<file path="config.mk">
export PLATFORM = sky130hd
export DESIGN_NAME = wpol_ctrl
export DESIGN_NICKNAME = d
export VERILOG_FILES = /design/src/rtl/wpol_pkg.sv /design/src/rtl/wpol_ctl_reg.sv /design/src/rtl/wpol_decide.sv /design/src/rtl/wpol_ctrl.sv
export SDC_FILE = /design/constraint.sdc
export NUM_CORES = 1
export LEC_CHECK = 0
export CAP_MARGIN = 20
export CORE_AREA = 2 2 39 41
export CTS_CLUSTER_SIZE = 14
export DETAILED_ROUTE_END_ITERATION = 7
export DIE_AREA = 0 0 41 43
export DONT_BUFFER_PORTS = 1
export PLACE_DENSITY_LB_ADDON = 0.15
export SYNTH_ARGS = -nofsm -noshare
export SYNTH_HDL_FRONTEND = slang
export SYNTH_SLANG_ARGS = --single-unit
</file>
<file path="constraint.sdc">
create_clock -name clk -period 1.6 [get_ports clk]
set_clock_uncertainty 0.2 [all_clocks]
set_input_delay 0.48 -clock clk [delete_from_list [all_inputs] [get_ports clk]]
set_output_delay 0.48 -clock clk [all_outputs]
set_load 0.01 [all_outputs]
</file>
<file path="src/rtl/wpol_pkg.sv">
package wpol_pkg;

    localparam int CFG_W     = 8;
    localparam int CB_BIT    = 0;
    localparam int ALLOC_LSB = 1;
    localparam int SNP_BIT   = 3;
    localparam int ULK_BIT   = 4;
    localparam int USED_W    = 5;

    typedef enum logic [1:0] {
        ALLOC_NONE = 2'b00,
        ALLOC_CB   = 2'b01,
        ALLOC_ALL  = 2'b10,
        ALLOC_RSVD = 2'b11
    } alloc_e;

    typedef struct packed {
        logic   lock_failed;
        logic   snoop_lost;
        alloc_e alloc;
        logic   copyback;
    } ctl_t;

endpackage

</file>
<file path="src/rtl/wpol_ctl_reg.sv">
module wpol_ctl_reg
    import wpol_pkg::*;
#(
    parameter int REG_W = CFG_W
) (
    input  logic             clk,
    input  logic             rst_n,
    input  logic             wr_en,
    input  logic [REG_W-1:0] wr_data,
    input  logic             snp_evt,
    input  logic             lkf_evt,
    input  logic             lkf_ovf,
    output ctl_t             ctl_q,
    output logic [REG_W-1:0] rd_data
);

    ctl_t ctl_d;

    always_comb begin
        ctl_d = ctl_q;
        if (wr_en) begin
            ctl_d.copyback = wr_data[CB_BIT];
            ctl_d.alloc    = alloc_e'(wr_data[ALLOC_LSB +: 2]);
            if (!wr_data[SNP_BIT]) ctl_d.snoop_lost  = 1'b0;
            if (!wr_data[ULK_BIT]) ctl_d.lock_failed = 1'b0;
        end
        // hardware set has priority over software clear
        if (snp_evt)             ctl_d.snoop_lost  = 1'b1;
        if (lkf_evt && !lkf_ovf) ctl_d.lock_failed = 1'b1;
    end

    always_ff @(posedge clk or negedge rst_n) begin
        if (!rst_n) ctl_q <= '0;
        else        ctl_q <= ctl_d;
    end

    always_comb begin
        rd_data = '0;
        rd_data[CB_BIT]            = ctl_q.copyback;
        rd_data[ALLOC_LSB +: 2]    = ctl_q.alloc;
        rd_data[SNP_BIT]           = ctl_q.snoop_lost;
        rd_data[ULK_BIT]           = ctl_q.lock_failed;
    end

    assert_snoop_set_R9: assert property (@(posedge clk) disable iff (!rst_n)
        snp_evt |=> ctl_q.snoop_lost);

    assert_snoop_hold_R9: assert property (@(posedge clk) disable iff (!rst_n)
        (ctl_q.snoop_lost && !(wr_en && !wr_data[SNP_BIT])) |=> ctl_q.snoop_lost);

    assert_lockfail_set_R10: assert property (@(posedge clk) disable iff (!rst_n)
        (lkf_evt && !lkf_ovf) |=> ctl_q.lock_failed);

    assert_lockfail_ovf_R10: assert property (@(posedge clk) disable iff (!rst_n)
        (lkf_evt && lkf_ovf && !ctl_q.lock_failed && !snp_evt && !wr_en) |=> !ctl_q.lock_failed);

    assert_set_wins_R11: assert property (@(posedge clk) disable iff (!rst_n)
        (lkf_evt && !lkf_ovf && wr_en && !wr_data[ULK_BIT]) |=> ctl_q.lock_failed);

    assert_rsvd_zero_R12: assert property (@(posedge clk) disable iff (!rst_n)
        (rd_data >> USED_W) == '0);

endmodule

</file>
<file path="src/rtl/wpol_decide.sv">
module wpol_decide
    import wpol_pkg::*;
(
    input  ctl_t ctl,
    input  logic st_valid,
    input  logic st_miss,
    input  logic page_wt,
    input  logic fill_busy,
    output logic wt,
    output logic alloc,
    output logic merge
);

    logic policy_on;
    logic alloc_ok;

    always_comb begin
        wt        = !ctl.copyback || page_wt;
        policy_on = (ctl.alloc == ALLOC_CB) || (ctl.alloc == ALLOC_ALL);
        unique case (ctl.alloc)
            ALLOC_CB:  alloc_ok = !wt;
            ALLOC_ALL: alloc_ok = 1'b1;
            default:   alloc_ok = 1'b0;
        endcase
        alloc = st_valid && st_miss && alloc_ok;
        merge = st_valid && fill_busy && policy_on;
    end

endmodule

</file>
<file path="src/rtl/wpol_ctrl.sv">
module wpol_ctrl
    import wpol_pkg::*;
(
    input  logic             clk,
    input  logic             rst_n,
    input  logic             cfg_we,
    input  logic [CFG_W-1:0] cfg_wdata,
    output logic [CFG_W-1:0] cfg_rdata,
    input  logic             st_valid,
    input  logic             st_miss,
    input  logic             page_wt,
    input  logic             fill_busy,
    input  logic             snoop_lock_inval,
    input  logic             lock_fail,
    input  logic             lock_ovf,
    output logic             dec_wt,
    output logic             dec_alloc,
    output logic             dec_merge
);

    ctl_t ctl_q;

    wpol_ctl_reg #(.REG_W(CFG_W)) u_reg (
        .clk     (clk),
        .rst_n   (rst_n),
        .wr_en   (cfg_we),
        .wr_data (cfg_wdata),
        .snp_evt (snoop_lock_inval),
        .lkf_evt (lock_fail),
        .lkf_ovf (lock_ovf),
        .ctl_q   (ctl_q),
        .rd_data (cfg_rdata)
    );

    wpol_decide u_dec (
        .ctl       (ctl_q),
        .st_valid  (st_valid),
        .st_miss   (st_miss),
        .page_wt   (page_wt),
        .fill_busy (fill_busy),
        .wt        (dec_wt),
        .alloc     (dec_alloc),
        .merge     (dec_merge)
    );

    assert_wt_forced_R2: assert property (@(posedge clk) disable iff (!rst_n)
        (st_valid && !cfg_rdata[CB_BIT]) |-> dec_wt);

    assert_alloc_none_R4_R7: assert property (@(posedge clk) disable iff (!rst_n)
        (cfg_rdata[ALLOC_LSB +: 2] == 2'b00 || cfg_rdata[ALLOC_LSB +: 2] == 2'b11)
            |-> !dec_alloc && !dec_merge);

    assert_alloc_miss_R6: assert property (@(posedge clk) disable iff (!rst_n)
        dec_alloc |-> (st_valid && st_miss));

    assert_merge_fill_R8: assert property (@(posedge clk) disable iff (!rst_n)
        dec_merge |-> (st_valid && fill_busy));

endmodule

</file>
=== Word-level counts from Yosys, hierarchy flattened ===
Cells that the tools add are included.

* Reduce and logical (&&, ||, !) cells: 14
* Equal/unequal tests: 4
* Mux-type cells: 6

{| class="wikitable"
|+ Operator list
! cell !! count
|-
| $logic_and 1x1->1 || 5
|-
| $mux 5 || 1
|-
| $mux 1 || 4
|-
| $ne 2x1->1 const B || 2
|-
| $reduce_and 2->1 || 2
|-
| $reduce_bool 2->1 || 2
|-
| $logic_not 1->1 || 3
|-
| $eq 2x1->1 const B || 1
|-
| $eq 2x2->1 const B || 1
|-
| $logic_or 1x1->1 || 2
|-
| $pmux 1 s2 || 1
|}

* Word-level logic and storage cells: 28
* Input bits: 18
* Register bits after elaboration: 5

=== Logic depth before layout (Yosys ltp) ===
Gate-level depths: netlist of run 1.

* Word-level depth: 5
* Gate-level depth with buffers: 4
* Depth with buffers taken out: 4

=== By module ===
Synthesis of run 1 repeated with hierarchy kept, for this count alone.

* Cells, all modules: 32
* Area, all modules: 326.6 µm²

{| class="wikitable"
|+ Modules (own cells, without submodules)
! module !! area an instance (µm²) !! sequential area each (µm²) !! cells an instance !! times used
|-
| wpol_ctl_reg || 255.2 || 125.1 || 22 || 1
|-
| wpol_decide || 71.3 || 0.0 || 10 || 1
|}

=== Worst setup path before layout of run 1 ===
OpenSTA, ideal clock, no wires.

* Path kind: reg-to-output
* Start: register, netlist name u_reg.ctl_q[1]
* End: output dec_alloc
* Required time: 0.920 ns
* Arrival: 1.094 ns
* Stages on the path, launching flop included: 5
* Path slack: -0.174 ns
* Path buffers: 0
* Cell sequence: dfrtp_1 inv_1 ha_1 nand3b_1 a21oi_1

* Cells in the longest elaborated chain, start to end: 3
* Elaborated cells on any way between the ends: 4
* Classes of those cells: eq/ne (2); mux (1); reduce/logical (1)

{| class="wikitable"
|+ RTL lines
! element !! RTL line !! RTL
|-
| $eq 2x2->1 / $eq 2x1->1 (equally long branches) || wpol_decide.sv:20 || <nowiki>unique case (ctl.alloc)</nowiki>
|-
| $pmux 1 s2 * || wpol_decide.sv:20 ||
|-
| $logic_and 1x1->1 * || wpol_decide.sv:25 || <nowiki>alloc = st_valid && st_miss && alloc_ok;</nowiki>
|-
| end, declared || wpol_ctrl.sv:17 || <nowiki>output logic dec_alloc,</nowiki>
|}

Every way passes the cells marked *; elsewhere a longest branch is shown, timed or not.

=== Final worst setup path of run 1 ===
* Start: register, netlist name u_reg.ctl_q[2]
* End: output dec_alloc

* Cells in the longest elaborated chain, start to end: 3
* Elaborated cells on any way between the ends: 4
* Classes of those cells: eq/ne (2); mux (1); reduce/logical (1)

{| class="wikitable"
|+ RTL lines
! element !! RTL line
|-
| $eq 2x2->1 / $eq 2x1->1 (equally long branches) || wpol_decide.sv:20
|-
| $pmux 1 s2 * || wpol_decide.sv:20
|-
| $logic_and 1x1->1 * || wpol_decide.sv:25
|}

Marks and branches as above.

==> flow_summary.toml, run 1 <==
[synthesis]
synth.area.top_cells = "dfrtp_1 44%, ha_1 8.8%, buf_4 7.9%, nand2b_1 6.6%, inv_1 5.3%"
synth_area_um2 = 284
yosysWarnings = 0
yosysSeqAreaShare = 0.441
synth_top_area_frac = 0.441
synth.most_common_cell = "dfrtp_1"
synth-seq-cells = 5
synth_flop_cell = "dfrtp_1"
synthTopCellsByCount = "5 x dfrtp_1, 4 x inv_1, 3 x buf_4, 3 x nand2b_1"
synth_edf_count = 0
syn_inst = 29
yosys.area.top_type = "dfrtp_1"
synthArstFlopShare = 1.00
ys_types = 14
syn_avg_cell_area_um2 = 9.79

[floorplanning]
initial_core_util = 0.205
dieArea_um2 = 1760
num_rows = 14
die_w_um = 41
ios = 29
core_um2 = 1380
die_h_um = 43

[status]
status = "finished, violations left"
violations = "setup timing"

[layout]
reg_top3 = "u_reg.ctl_q x5"
syn_to_final_growth_pct = 39.2
largest_reg_flops = 5
regMostFlops = "u_reg.ctl_q"
stdcell_area_um2 = 395
fin_nets = 60
layout-drive-gt1-share = 0.385
antenna_cells = 0

[pwr]
p_total_uw = 378
p_per_area_nw_per_um2 = 955
vdd_drop_max_uv = 255
p_leak_nw = 0.189

[clocking]
numCtsBuffers = 3
htree_levels = 1
cts_buffer_depth = 2
cts-root-buf = "clkbuf_4"
cts_tree = "done"
clock_latency_ns = 0.24
clk_pin_slew_ns = 0.05
cts.sinks = 5

[timing]
rsz0062_at_grt = "yes"
fin_ws_ns = -0.324
setup_viol_count_final = 2
timing.final.crit_share = 1.20
fmax_mhz = 520
period_needed_ns = 1.92
final-hold-violation-count = 0
fin_tns_setup_ns = -0.572
slew_violations = 0

[critical_path]
crit_fanout = 3
reg2reg_to = "u_reg.ctl_q[0]"
ff2ff_path_depth = 2
r2r_start = "u_reg.ctl_q[0]"
slowest_delay_ns = 0.42
criticalPathCategory = "flip-flop to output pin"
slowest_stage = "dfrtp_1"
critPathCaptureType = "output pin"
arrival_ns = 1.24
startpoint = "u_reg.ctl_q[2]"
path_cells = "ha_4 -> nand3b_1 -> a21oi_2"
start_kind = "flip-flop"
crit_end = "dec_alloc"
ff2ff_setup_slack_ns = 0.50
critPathRequiredTime_ns = 0.92

[global_route]
antenna_found_initial = 0
grt_pass1_vias = 236
grt_start_max_net_pins = 8
grt_overflow = 0
grt_pass1_wl_um = 938
globalRouteTotalUtil = 0.0929

[placed_design]
dpl.hpwl_um = 478
place_congestion = 0.646
placed_cell_area_um2 = 332
place.port_buffers = 0

[min_path]
worstHoldPathCells = 1
min_path_type = "primary input to flip-flop"

[route]
vias = 230
ant_nets = 0
post_drt_via_cell_ratio = 4.18
wire_per_inst_um = 11.1
first_pass_iters = 2
wl_um = 609
drt_iter0_markers = 2
drc = 0

[job]
maxCapViolations = 0
[power breakdown]
group          switching, mW  total, mW  internal, mW
logic                 0.0337     0.0751        0.0414
clock network         0.0582      0.153        0.0947
registers             0.0110      0.150         0.138
total                  0.103      0.378         0.275
[cell families (layout without fill, tap and decap cells)]
kind of cell,after synthesis,in the layout,share of synthesized area
multiplexers,1,1,0.0396
flip-flops,5,5,0.441
adder cells (fa/ha/maj),2,2,0.0881
other,1,3,0.0132
buffers and inverters,7,15,0.132
AND/OR/NAND/NOR,8,8,0.176
AO/OA/AOI/OAI,5,5,0.110
[layer usage]
metal / up-vias / share of wire / track usage / wire length, um
li1: 107 / - / - / -
met1: 103 / 0.35 / 0.0885 / 215
met2: 18 / 0.48 / 0.109 / 293
met3: 2 / 0.14 / 0.0785 / 85
met4: 0 / 0.025 / 0.100 / 15
met5: - / 0 / 0 / 0
[layout make-up]
type / count / area, um2
multi-input cells: 19 / 154
flip-flops and latches: 5 / 125
fillers: 149 / 988
repair buffers: 7 / 55.1
inverters: 4 / 15.0
well taps: 16 / 20.0
clock buffers: 4 / 26.3
[layout by cell type, fill, tap and decap left out, drive strengths merged]
| cell | netlist | layout |
|---|---|---|
| buf | 3 | 6 |
| dfrtp | 5 | 5 |
| inv | 4 | 4 |
| clkbuf | 0 | 4 |
| conb | 1 | 3 |
| nand2b | 3 | 3 |
| nand3b | 2 | 2 |
| nand2 | 2 | 2 |
| o21ai | 2 | 2 |
| ha | 2 | 2 |
| and3b | 1 | 1 |
| a21oi | 1 | 1 |
| a21o | 1 | 1 |
| a22o | 1 | 1 |
| mux2 | 1 | 1 |
| dlygate4sd3 | 0 | 1 |
[per-stage QoR]
stage / worst slack (ns) / std cells / hold WS, ns / util
after floorplan: -0.111 / 31 / -0.0156 / -
after global placement: -0.0895 / 49 / -0.0154 / 0.240
after detailed placement: -0.104 / 49 / -0.0155 / 0.240
after CTS: -0.328 / 55 / 0.122 / 0.280
after global routing: -0.401 / 55 / 0.104 / 0.286
final: -0.324 / 55 / 0.122 / 0.286
[how the worst min path moves through the flow]
| stage | start | to | slack (ns) |
|---|---|---|---|
| 3_5_place_dp | rst_n | u_reg.ctl_q[3] | -0.02 |
| 3_3_place_gp | rst_n | u_reg.ctl_q[3] | -0.02 |
| 5_1_grt | snoop_lock_inval | u_reg.ctl_q[3] | 0.10 |
| 4_1_cts | snoop_lock_inval | u_reg.ctl_q[3] | 0.12 |
| 2_1_floorplan | rst_n | u_reg.ctl_q[0] | -0.02 |
| 6_report | snoop_lock_inval | u_reg.ctl_q[3] | 0.12 |
[what timing repair did]
action | 4_1_cts | 5_1_grt
hold buffers | 1 | 0
buffers inserted | 1 | 0
pin swaps | 1 | 1
hold endpoints to repair | 5 | 0
setup endpoints to repair | 2 | 3
resized for setup | 2 | 1
[worst max-delay path: cells and delay by family (launching register included)]
family                   cells  cell delay, ns
AND/OR/NAND/NOR              1            0.16
flip-flops                   1            0.42
AO/OA/AOI/OAI                1            0.17
adder cells (fa/ha/maj)      1            0.25
No activity file was read; power rests on OpenSTA's default activity.
==> run 2, diff against run 1 <==
--- a/config.mk
+++ b/config.mk
@@ -11,7 +11,9 @@
 export DETAILED_ROUTE_END_ITERATION = 7
 export DIE_AREA = 0 0 41 43
 export DONT_BUFFER_PORTS = 1
+export GPL_TIMING_DRIVEN = 0
 export PLACE_DENSITY_LB_ADDON = 0.15
+export SKIP_LAST_GASP = 1
 export SYNTH_ARGS = -nofsm -noshare
 export SYNTH_HDL_FRONTEND = slang
 export SYNTH_SLANG_ARGS = --single-unit
==> run 2 against run 1 <==
Net effect: the flow still finishes with violations (setup timing); critical path type unchanged; hold slack improved by 0.012 ns; die area did not move; flip-flop and latch count stayed put; critical path depth increased by 1; final cell count down 3.6%; highest routed layer is now met3; sequential power up 5%.
==> flow_summary.toml, run 2 (synthesis results as in run 1) <==
[timing]
fmax_mhz = 506
period_needed_ns = 1.98
final-hold-violation-count = 0
setup_viol_count_final = 2
fin_ws_ns = -0.376
rsz0062_at_grt = "yes"
timing.final.crit_share = 1.23
slew_violations = 0

[critical_path]
criticalPathCategory = "flip-flop to output pin"
slowest_delay_ns = 0.43
reg2reg_to = "u_reg.ctl_q[0]"
path_cells = "inv_2 -> ha_4 -> nand3b_1 -> a21oi_2"
ff2ff_setup_slack_ns = 0.57
critPathCaptureType = "output pin"
crit_fanout = 3
start_kind = "flip-flop"
r2r_start = "u_reg.ctl_q[0]"
ff2ff_path_depth = 1
slowest_stage = "dfrtp_2"
startpoint = "u_reg.ctl_q[1]"
arrival_ns = 1.30
critPathRequiredTime_ns = 0.92

[min_path]
worstHoldPathCells = 1
min_path_type = "primary input to flip-flop"
hold_start = "snoop_lock_inval"
hold_path_end = "u_reg.ctl_q[3]"

[placed_design]
placed_cell_area_um2 = 317
place.port_buffers = 0
dpl.hpwl_um = 511
place_congestion = 0.631

[layout]
layout-drive-gt1-share = 0.351
antenna_cells = 0
syn_to_final_growth_pct = 31.7
largest_reg_flops = 5
fin_nets = 58
fillers = 167
fin_util = 0.270
multiInputGateArea_um2 = 146
layout_common_cells = "4 x buf_4, 4 x dfrtp_1"
stdcell_area_um2 = 374
seq_area_um2 = 126
regMostFlops = "u_reg.ctl_q"
reg_top3 = "u_reg.ctl_q x5"

[route]
vias = 217
drc = 0
first_pass_iters = 2
drt_iter0_markers = 3
post_drt_via_cell_ratio = 4.09
ant_nets = 0
wire_per_inst_um = 11.8
wl_um = 627

[clocking]
cts_buffer_depth = 2
numCtsBuffers = 3
cts.sinks = 5
cts-root-buf = "clkbuf_4"
clk_pin_slew_ns = 0.04
htree_levels = 1
clock_latency_ns = 0.24
cts_tree = "done"

[status]
status = "finished, violations left"
violations = "setup timing"

[global_route]
globalRouteTotalUtil = 0.0687
antenna_found_initial = 0
grt_overflow = 0
grt_pass1_vias = 186
grt_pass1_wl_um = 759
grt_start_max_net_pins = 8

[pwr]
switchingPower_uw = 90.7
switching_share = 0.256
pwr-share-comb = 0.153
p_clk_frac = 0.402
p_int_uw = 263
vdd_drop_max_uv = 362
p_per_area_nw_per_um2 = 946
p_leak_nw = 0.174
power_frac_seq = 0.445

[floorplanning]
core_um2 = 1380
ios = 29
initial_core_util = 0.205
die_h_um = 43
dieArea_um2 = 1760
die_w_um = 41
num_rows = 14

[job]
maxCapViolations = 0
[run 2: metal layers]
metal	global-route usage	wire length (um)	vias to the layer above
met5	0	0	-
met4	0.0400	0	0
met3	0.0314	89	0
met2	0.106	335	17
met1	0.0721	202	98
li1	-	-	102
[run 2: worst max-delay path, delay by kind of cell, from the launching register on]
family                     cells  cell delay (ns)
and+or+nand+nor                1             0.16
DFF                            1             0.43
AOI/OAI and AO/OA              1             0.17
adders and majority gates      1             0.20
buffers and inverters          1             0.09
[run 2: worst max-delay path by stage]
stage	cells after the start	to	slack [ns]
6_report	4	dec_alloc	-0.38
5_1_grt	4	dec_alloc	-0.42
4_1_cts	4	dec_alloc	-0.46
3_5_place_dp	4	dec_alloc	-0.20
3_3_place_gp	4	dec_alloc	-0.18
2_1_floorplan	4	dec_alloc	-0.11
[run 2: what timing repair did]
action | 4_1_cts | 5_1_grt
hold buffers | 1 | 0
buffers inserted | 1 | 0
pin swaps | 0 | 1
hold endpoints to repair | 5 | 0
setup endpoints to repair | 2 | 2
gates resized for setup | 0 | 3
[run 2: power groups by stage]
stage | clock (mW) | combinational, mW | sequential [mW]
2_1_floorplan | 0 | 0.0375 | 0.154
3_3_place_gp | 0 | 0.0409 | 0.157
3_5_place_dp | 0 | 0.0425 | 0.158
4_1_cts | 0.150 | 0.0499 | 0.156
5_1_grt | 0.155 | 0.0606 | 0.159
6_report | 0.142 | 0.0543 | 0.157
[run 2: through the flow]
step	hold slack, ns	power (mW)	instances	setup TNS (ns)	setup slack, ns
2_1_floorplan	-0.0156	0.191	31	-0.159	-0.111
3_3_place_gp	-0.0154	0.198	47	-0.286	-0.180
3_5_place_dp	-0.0154	0.200	47	-0.310	-0.197
4_1_cts	0.126	0.356	53	-0.828	-0.457
5_1_grt	0.123	0.375	53	-0.753	-0.422
6_report	0.135	0.354	53	-0.673	-0.376
[run 2: cell type report]
class,count,area share
multi-input cells,19,0.391
flip-flops and latches,5,0.338
clock buffers,4,0.0702
plain buffers,3,0.0602
well taps,16,0.0535
repair buffers,2,0.0468
inverters,4,0.0401
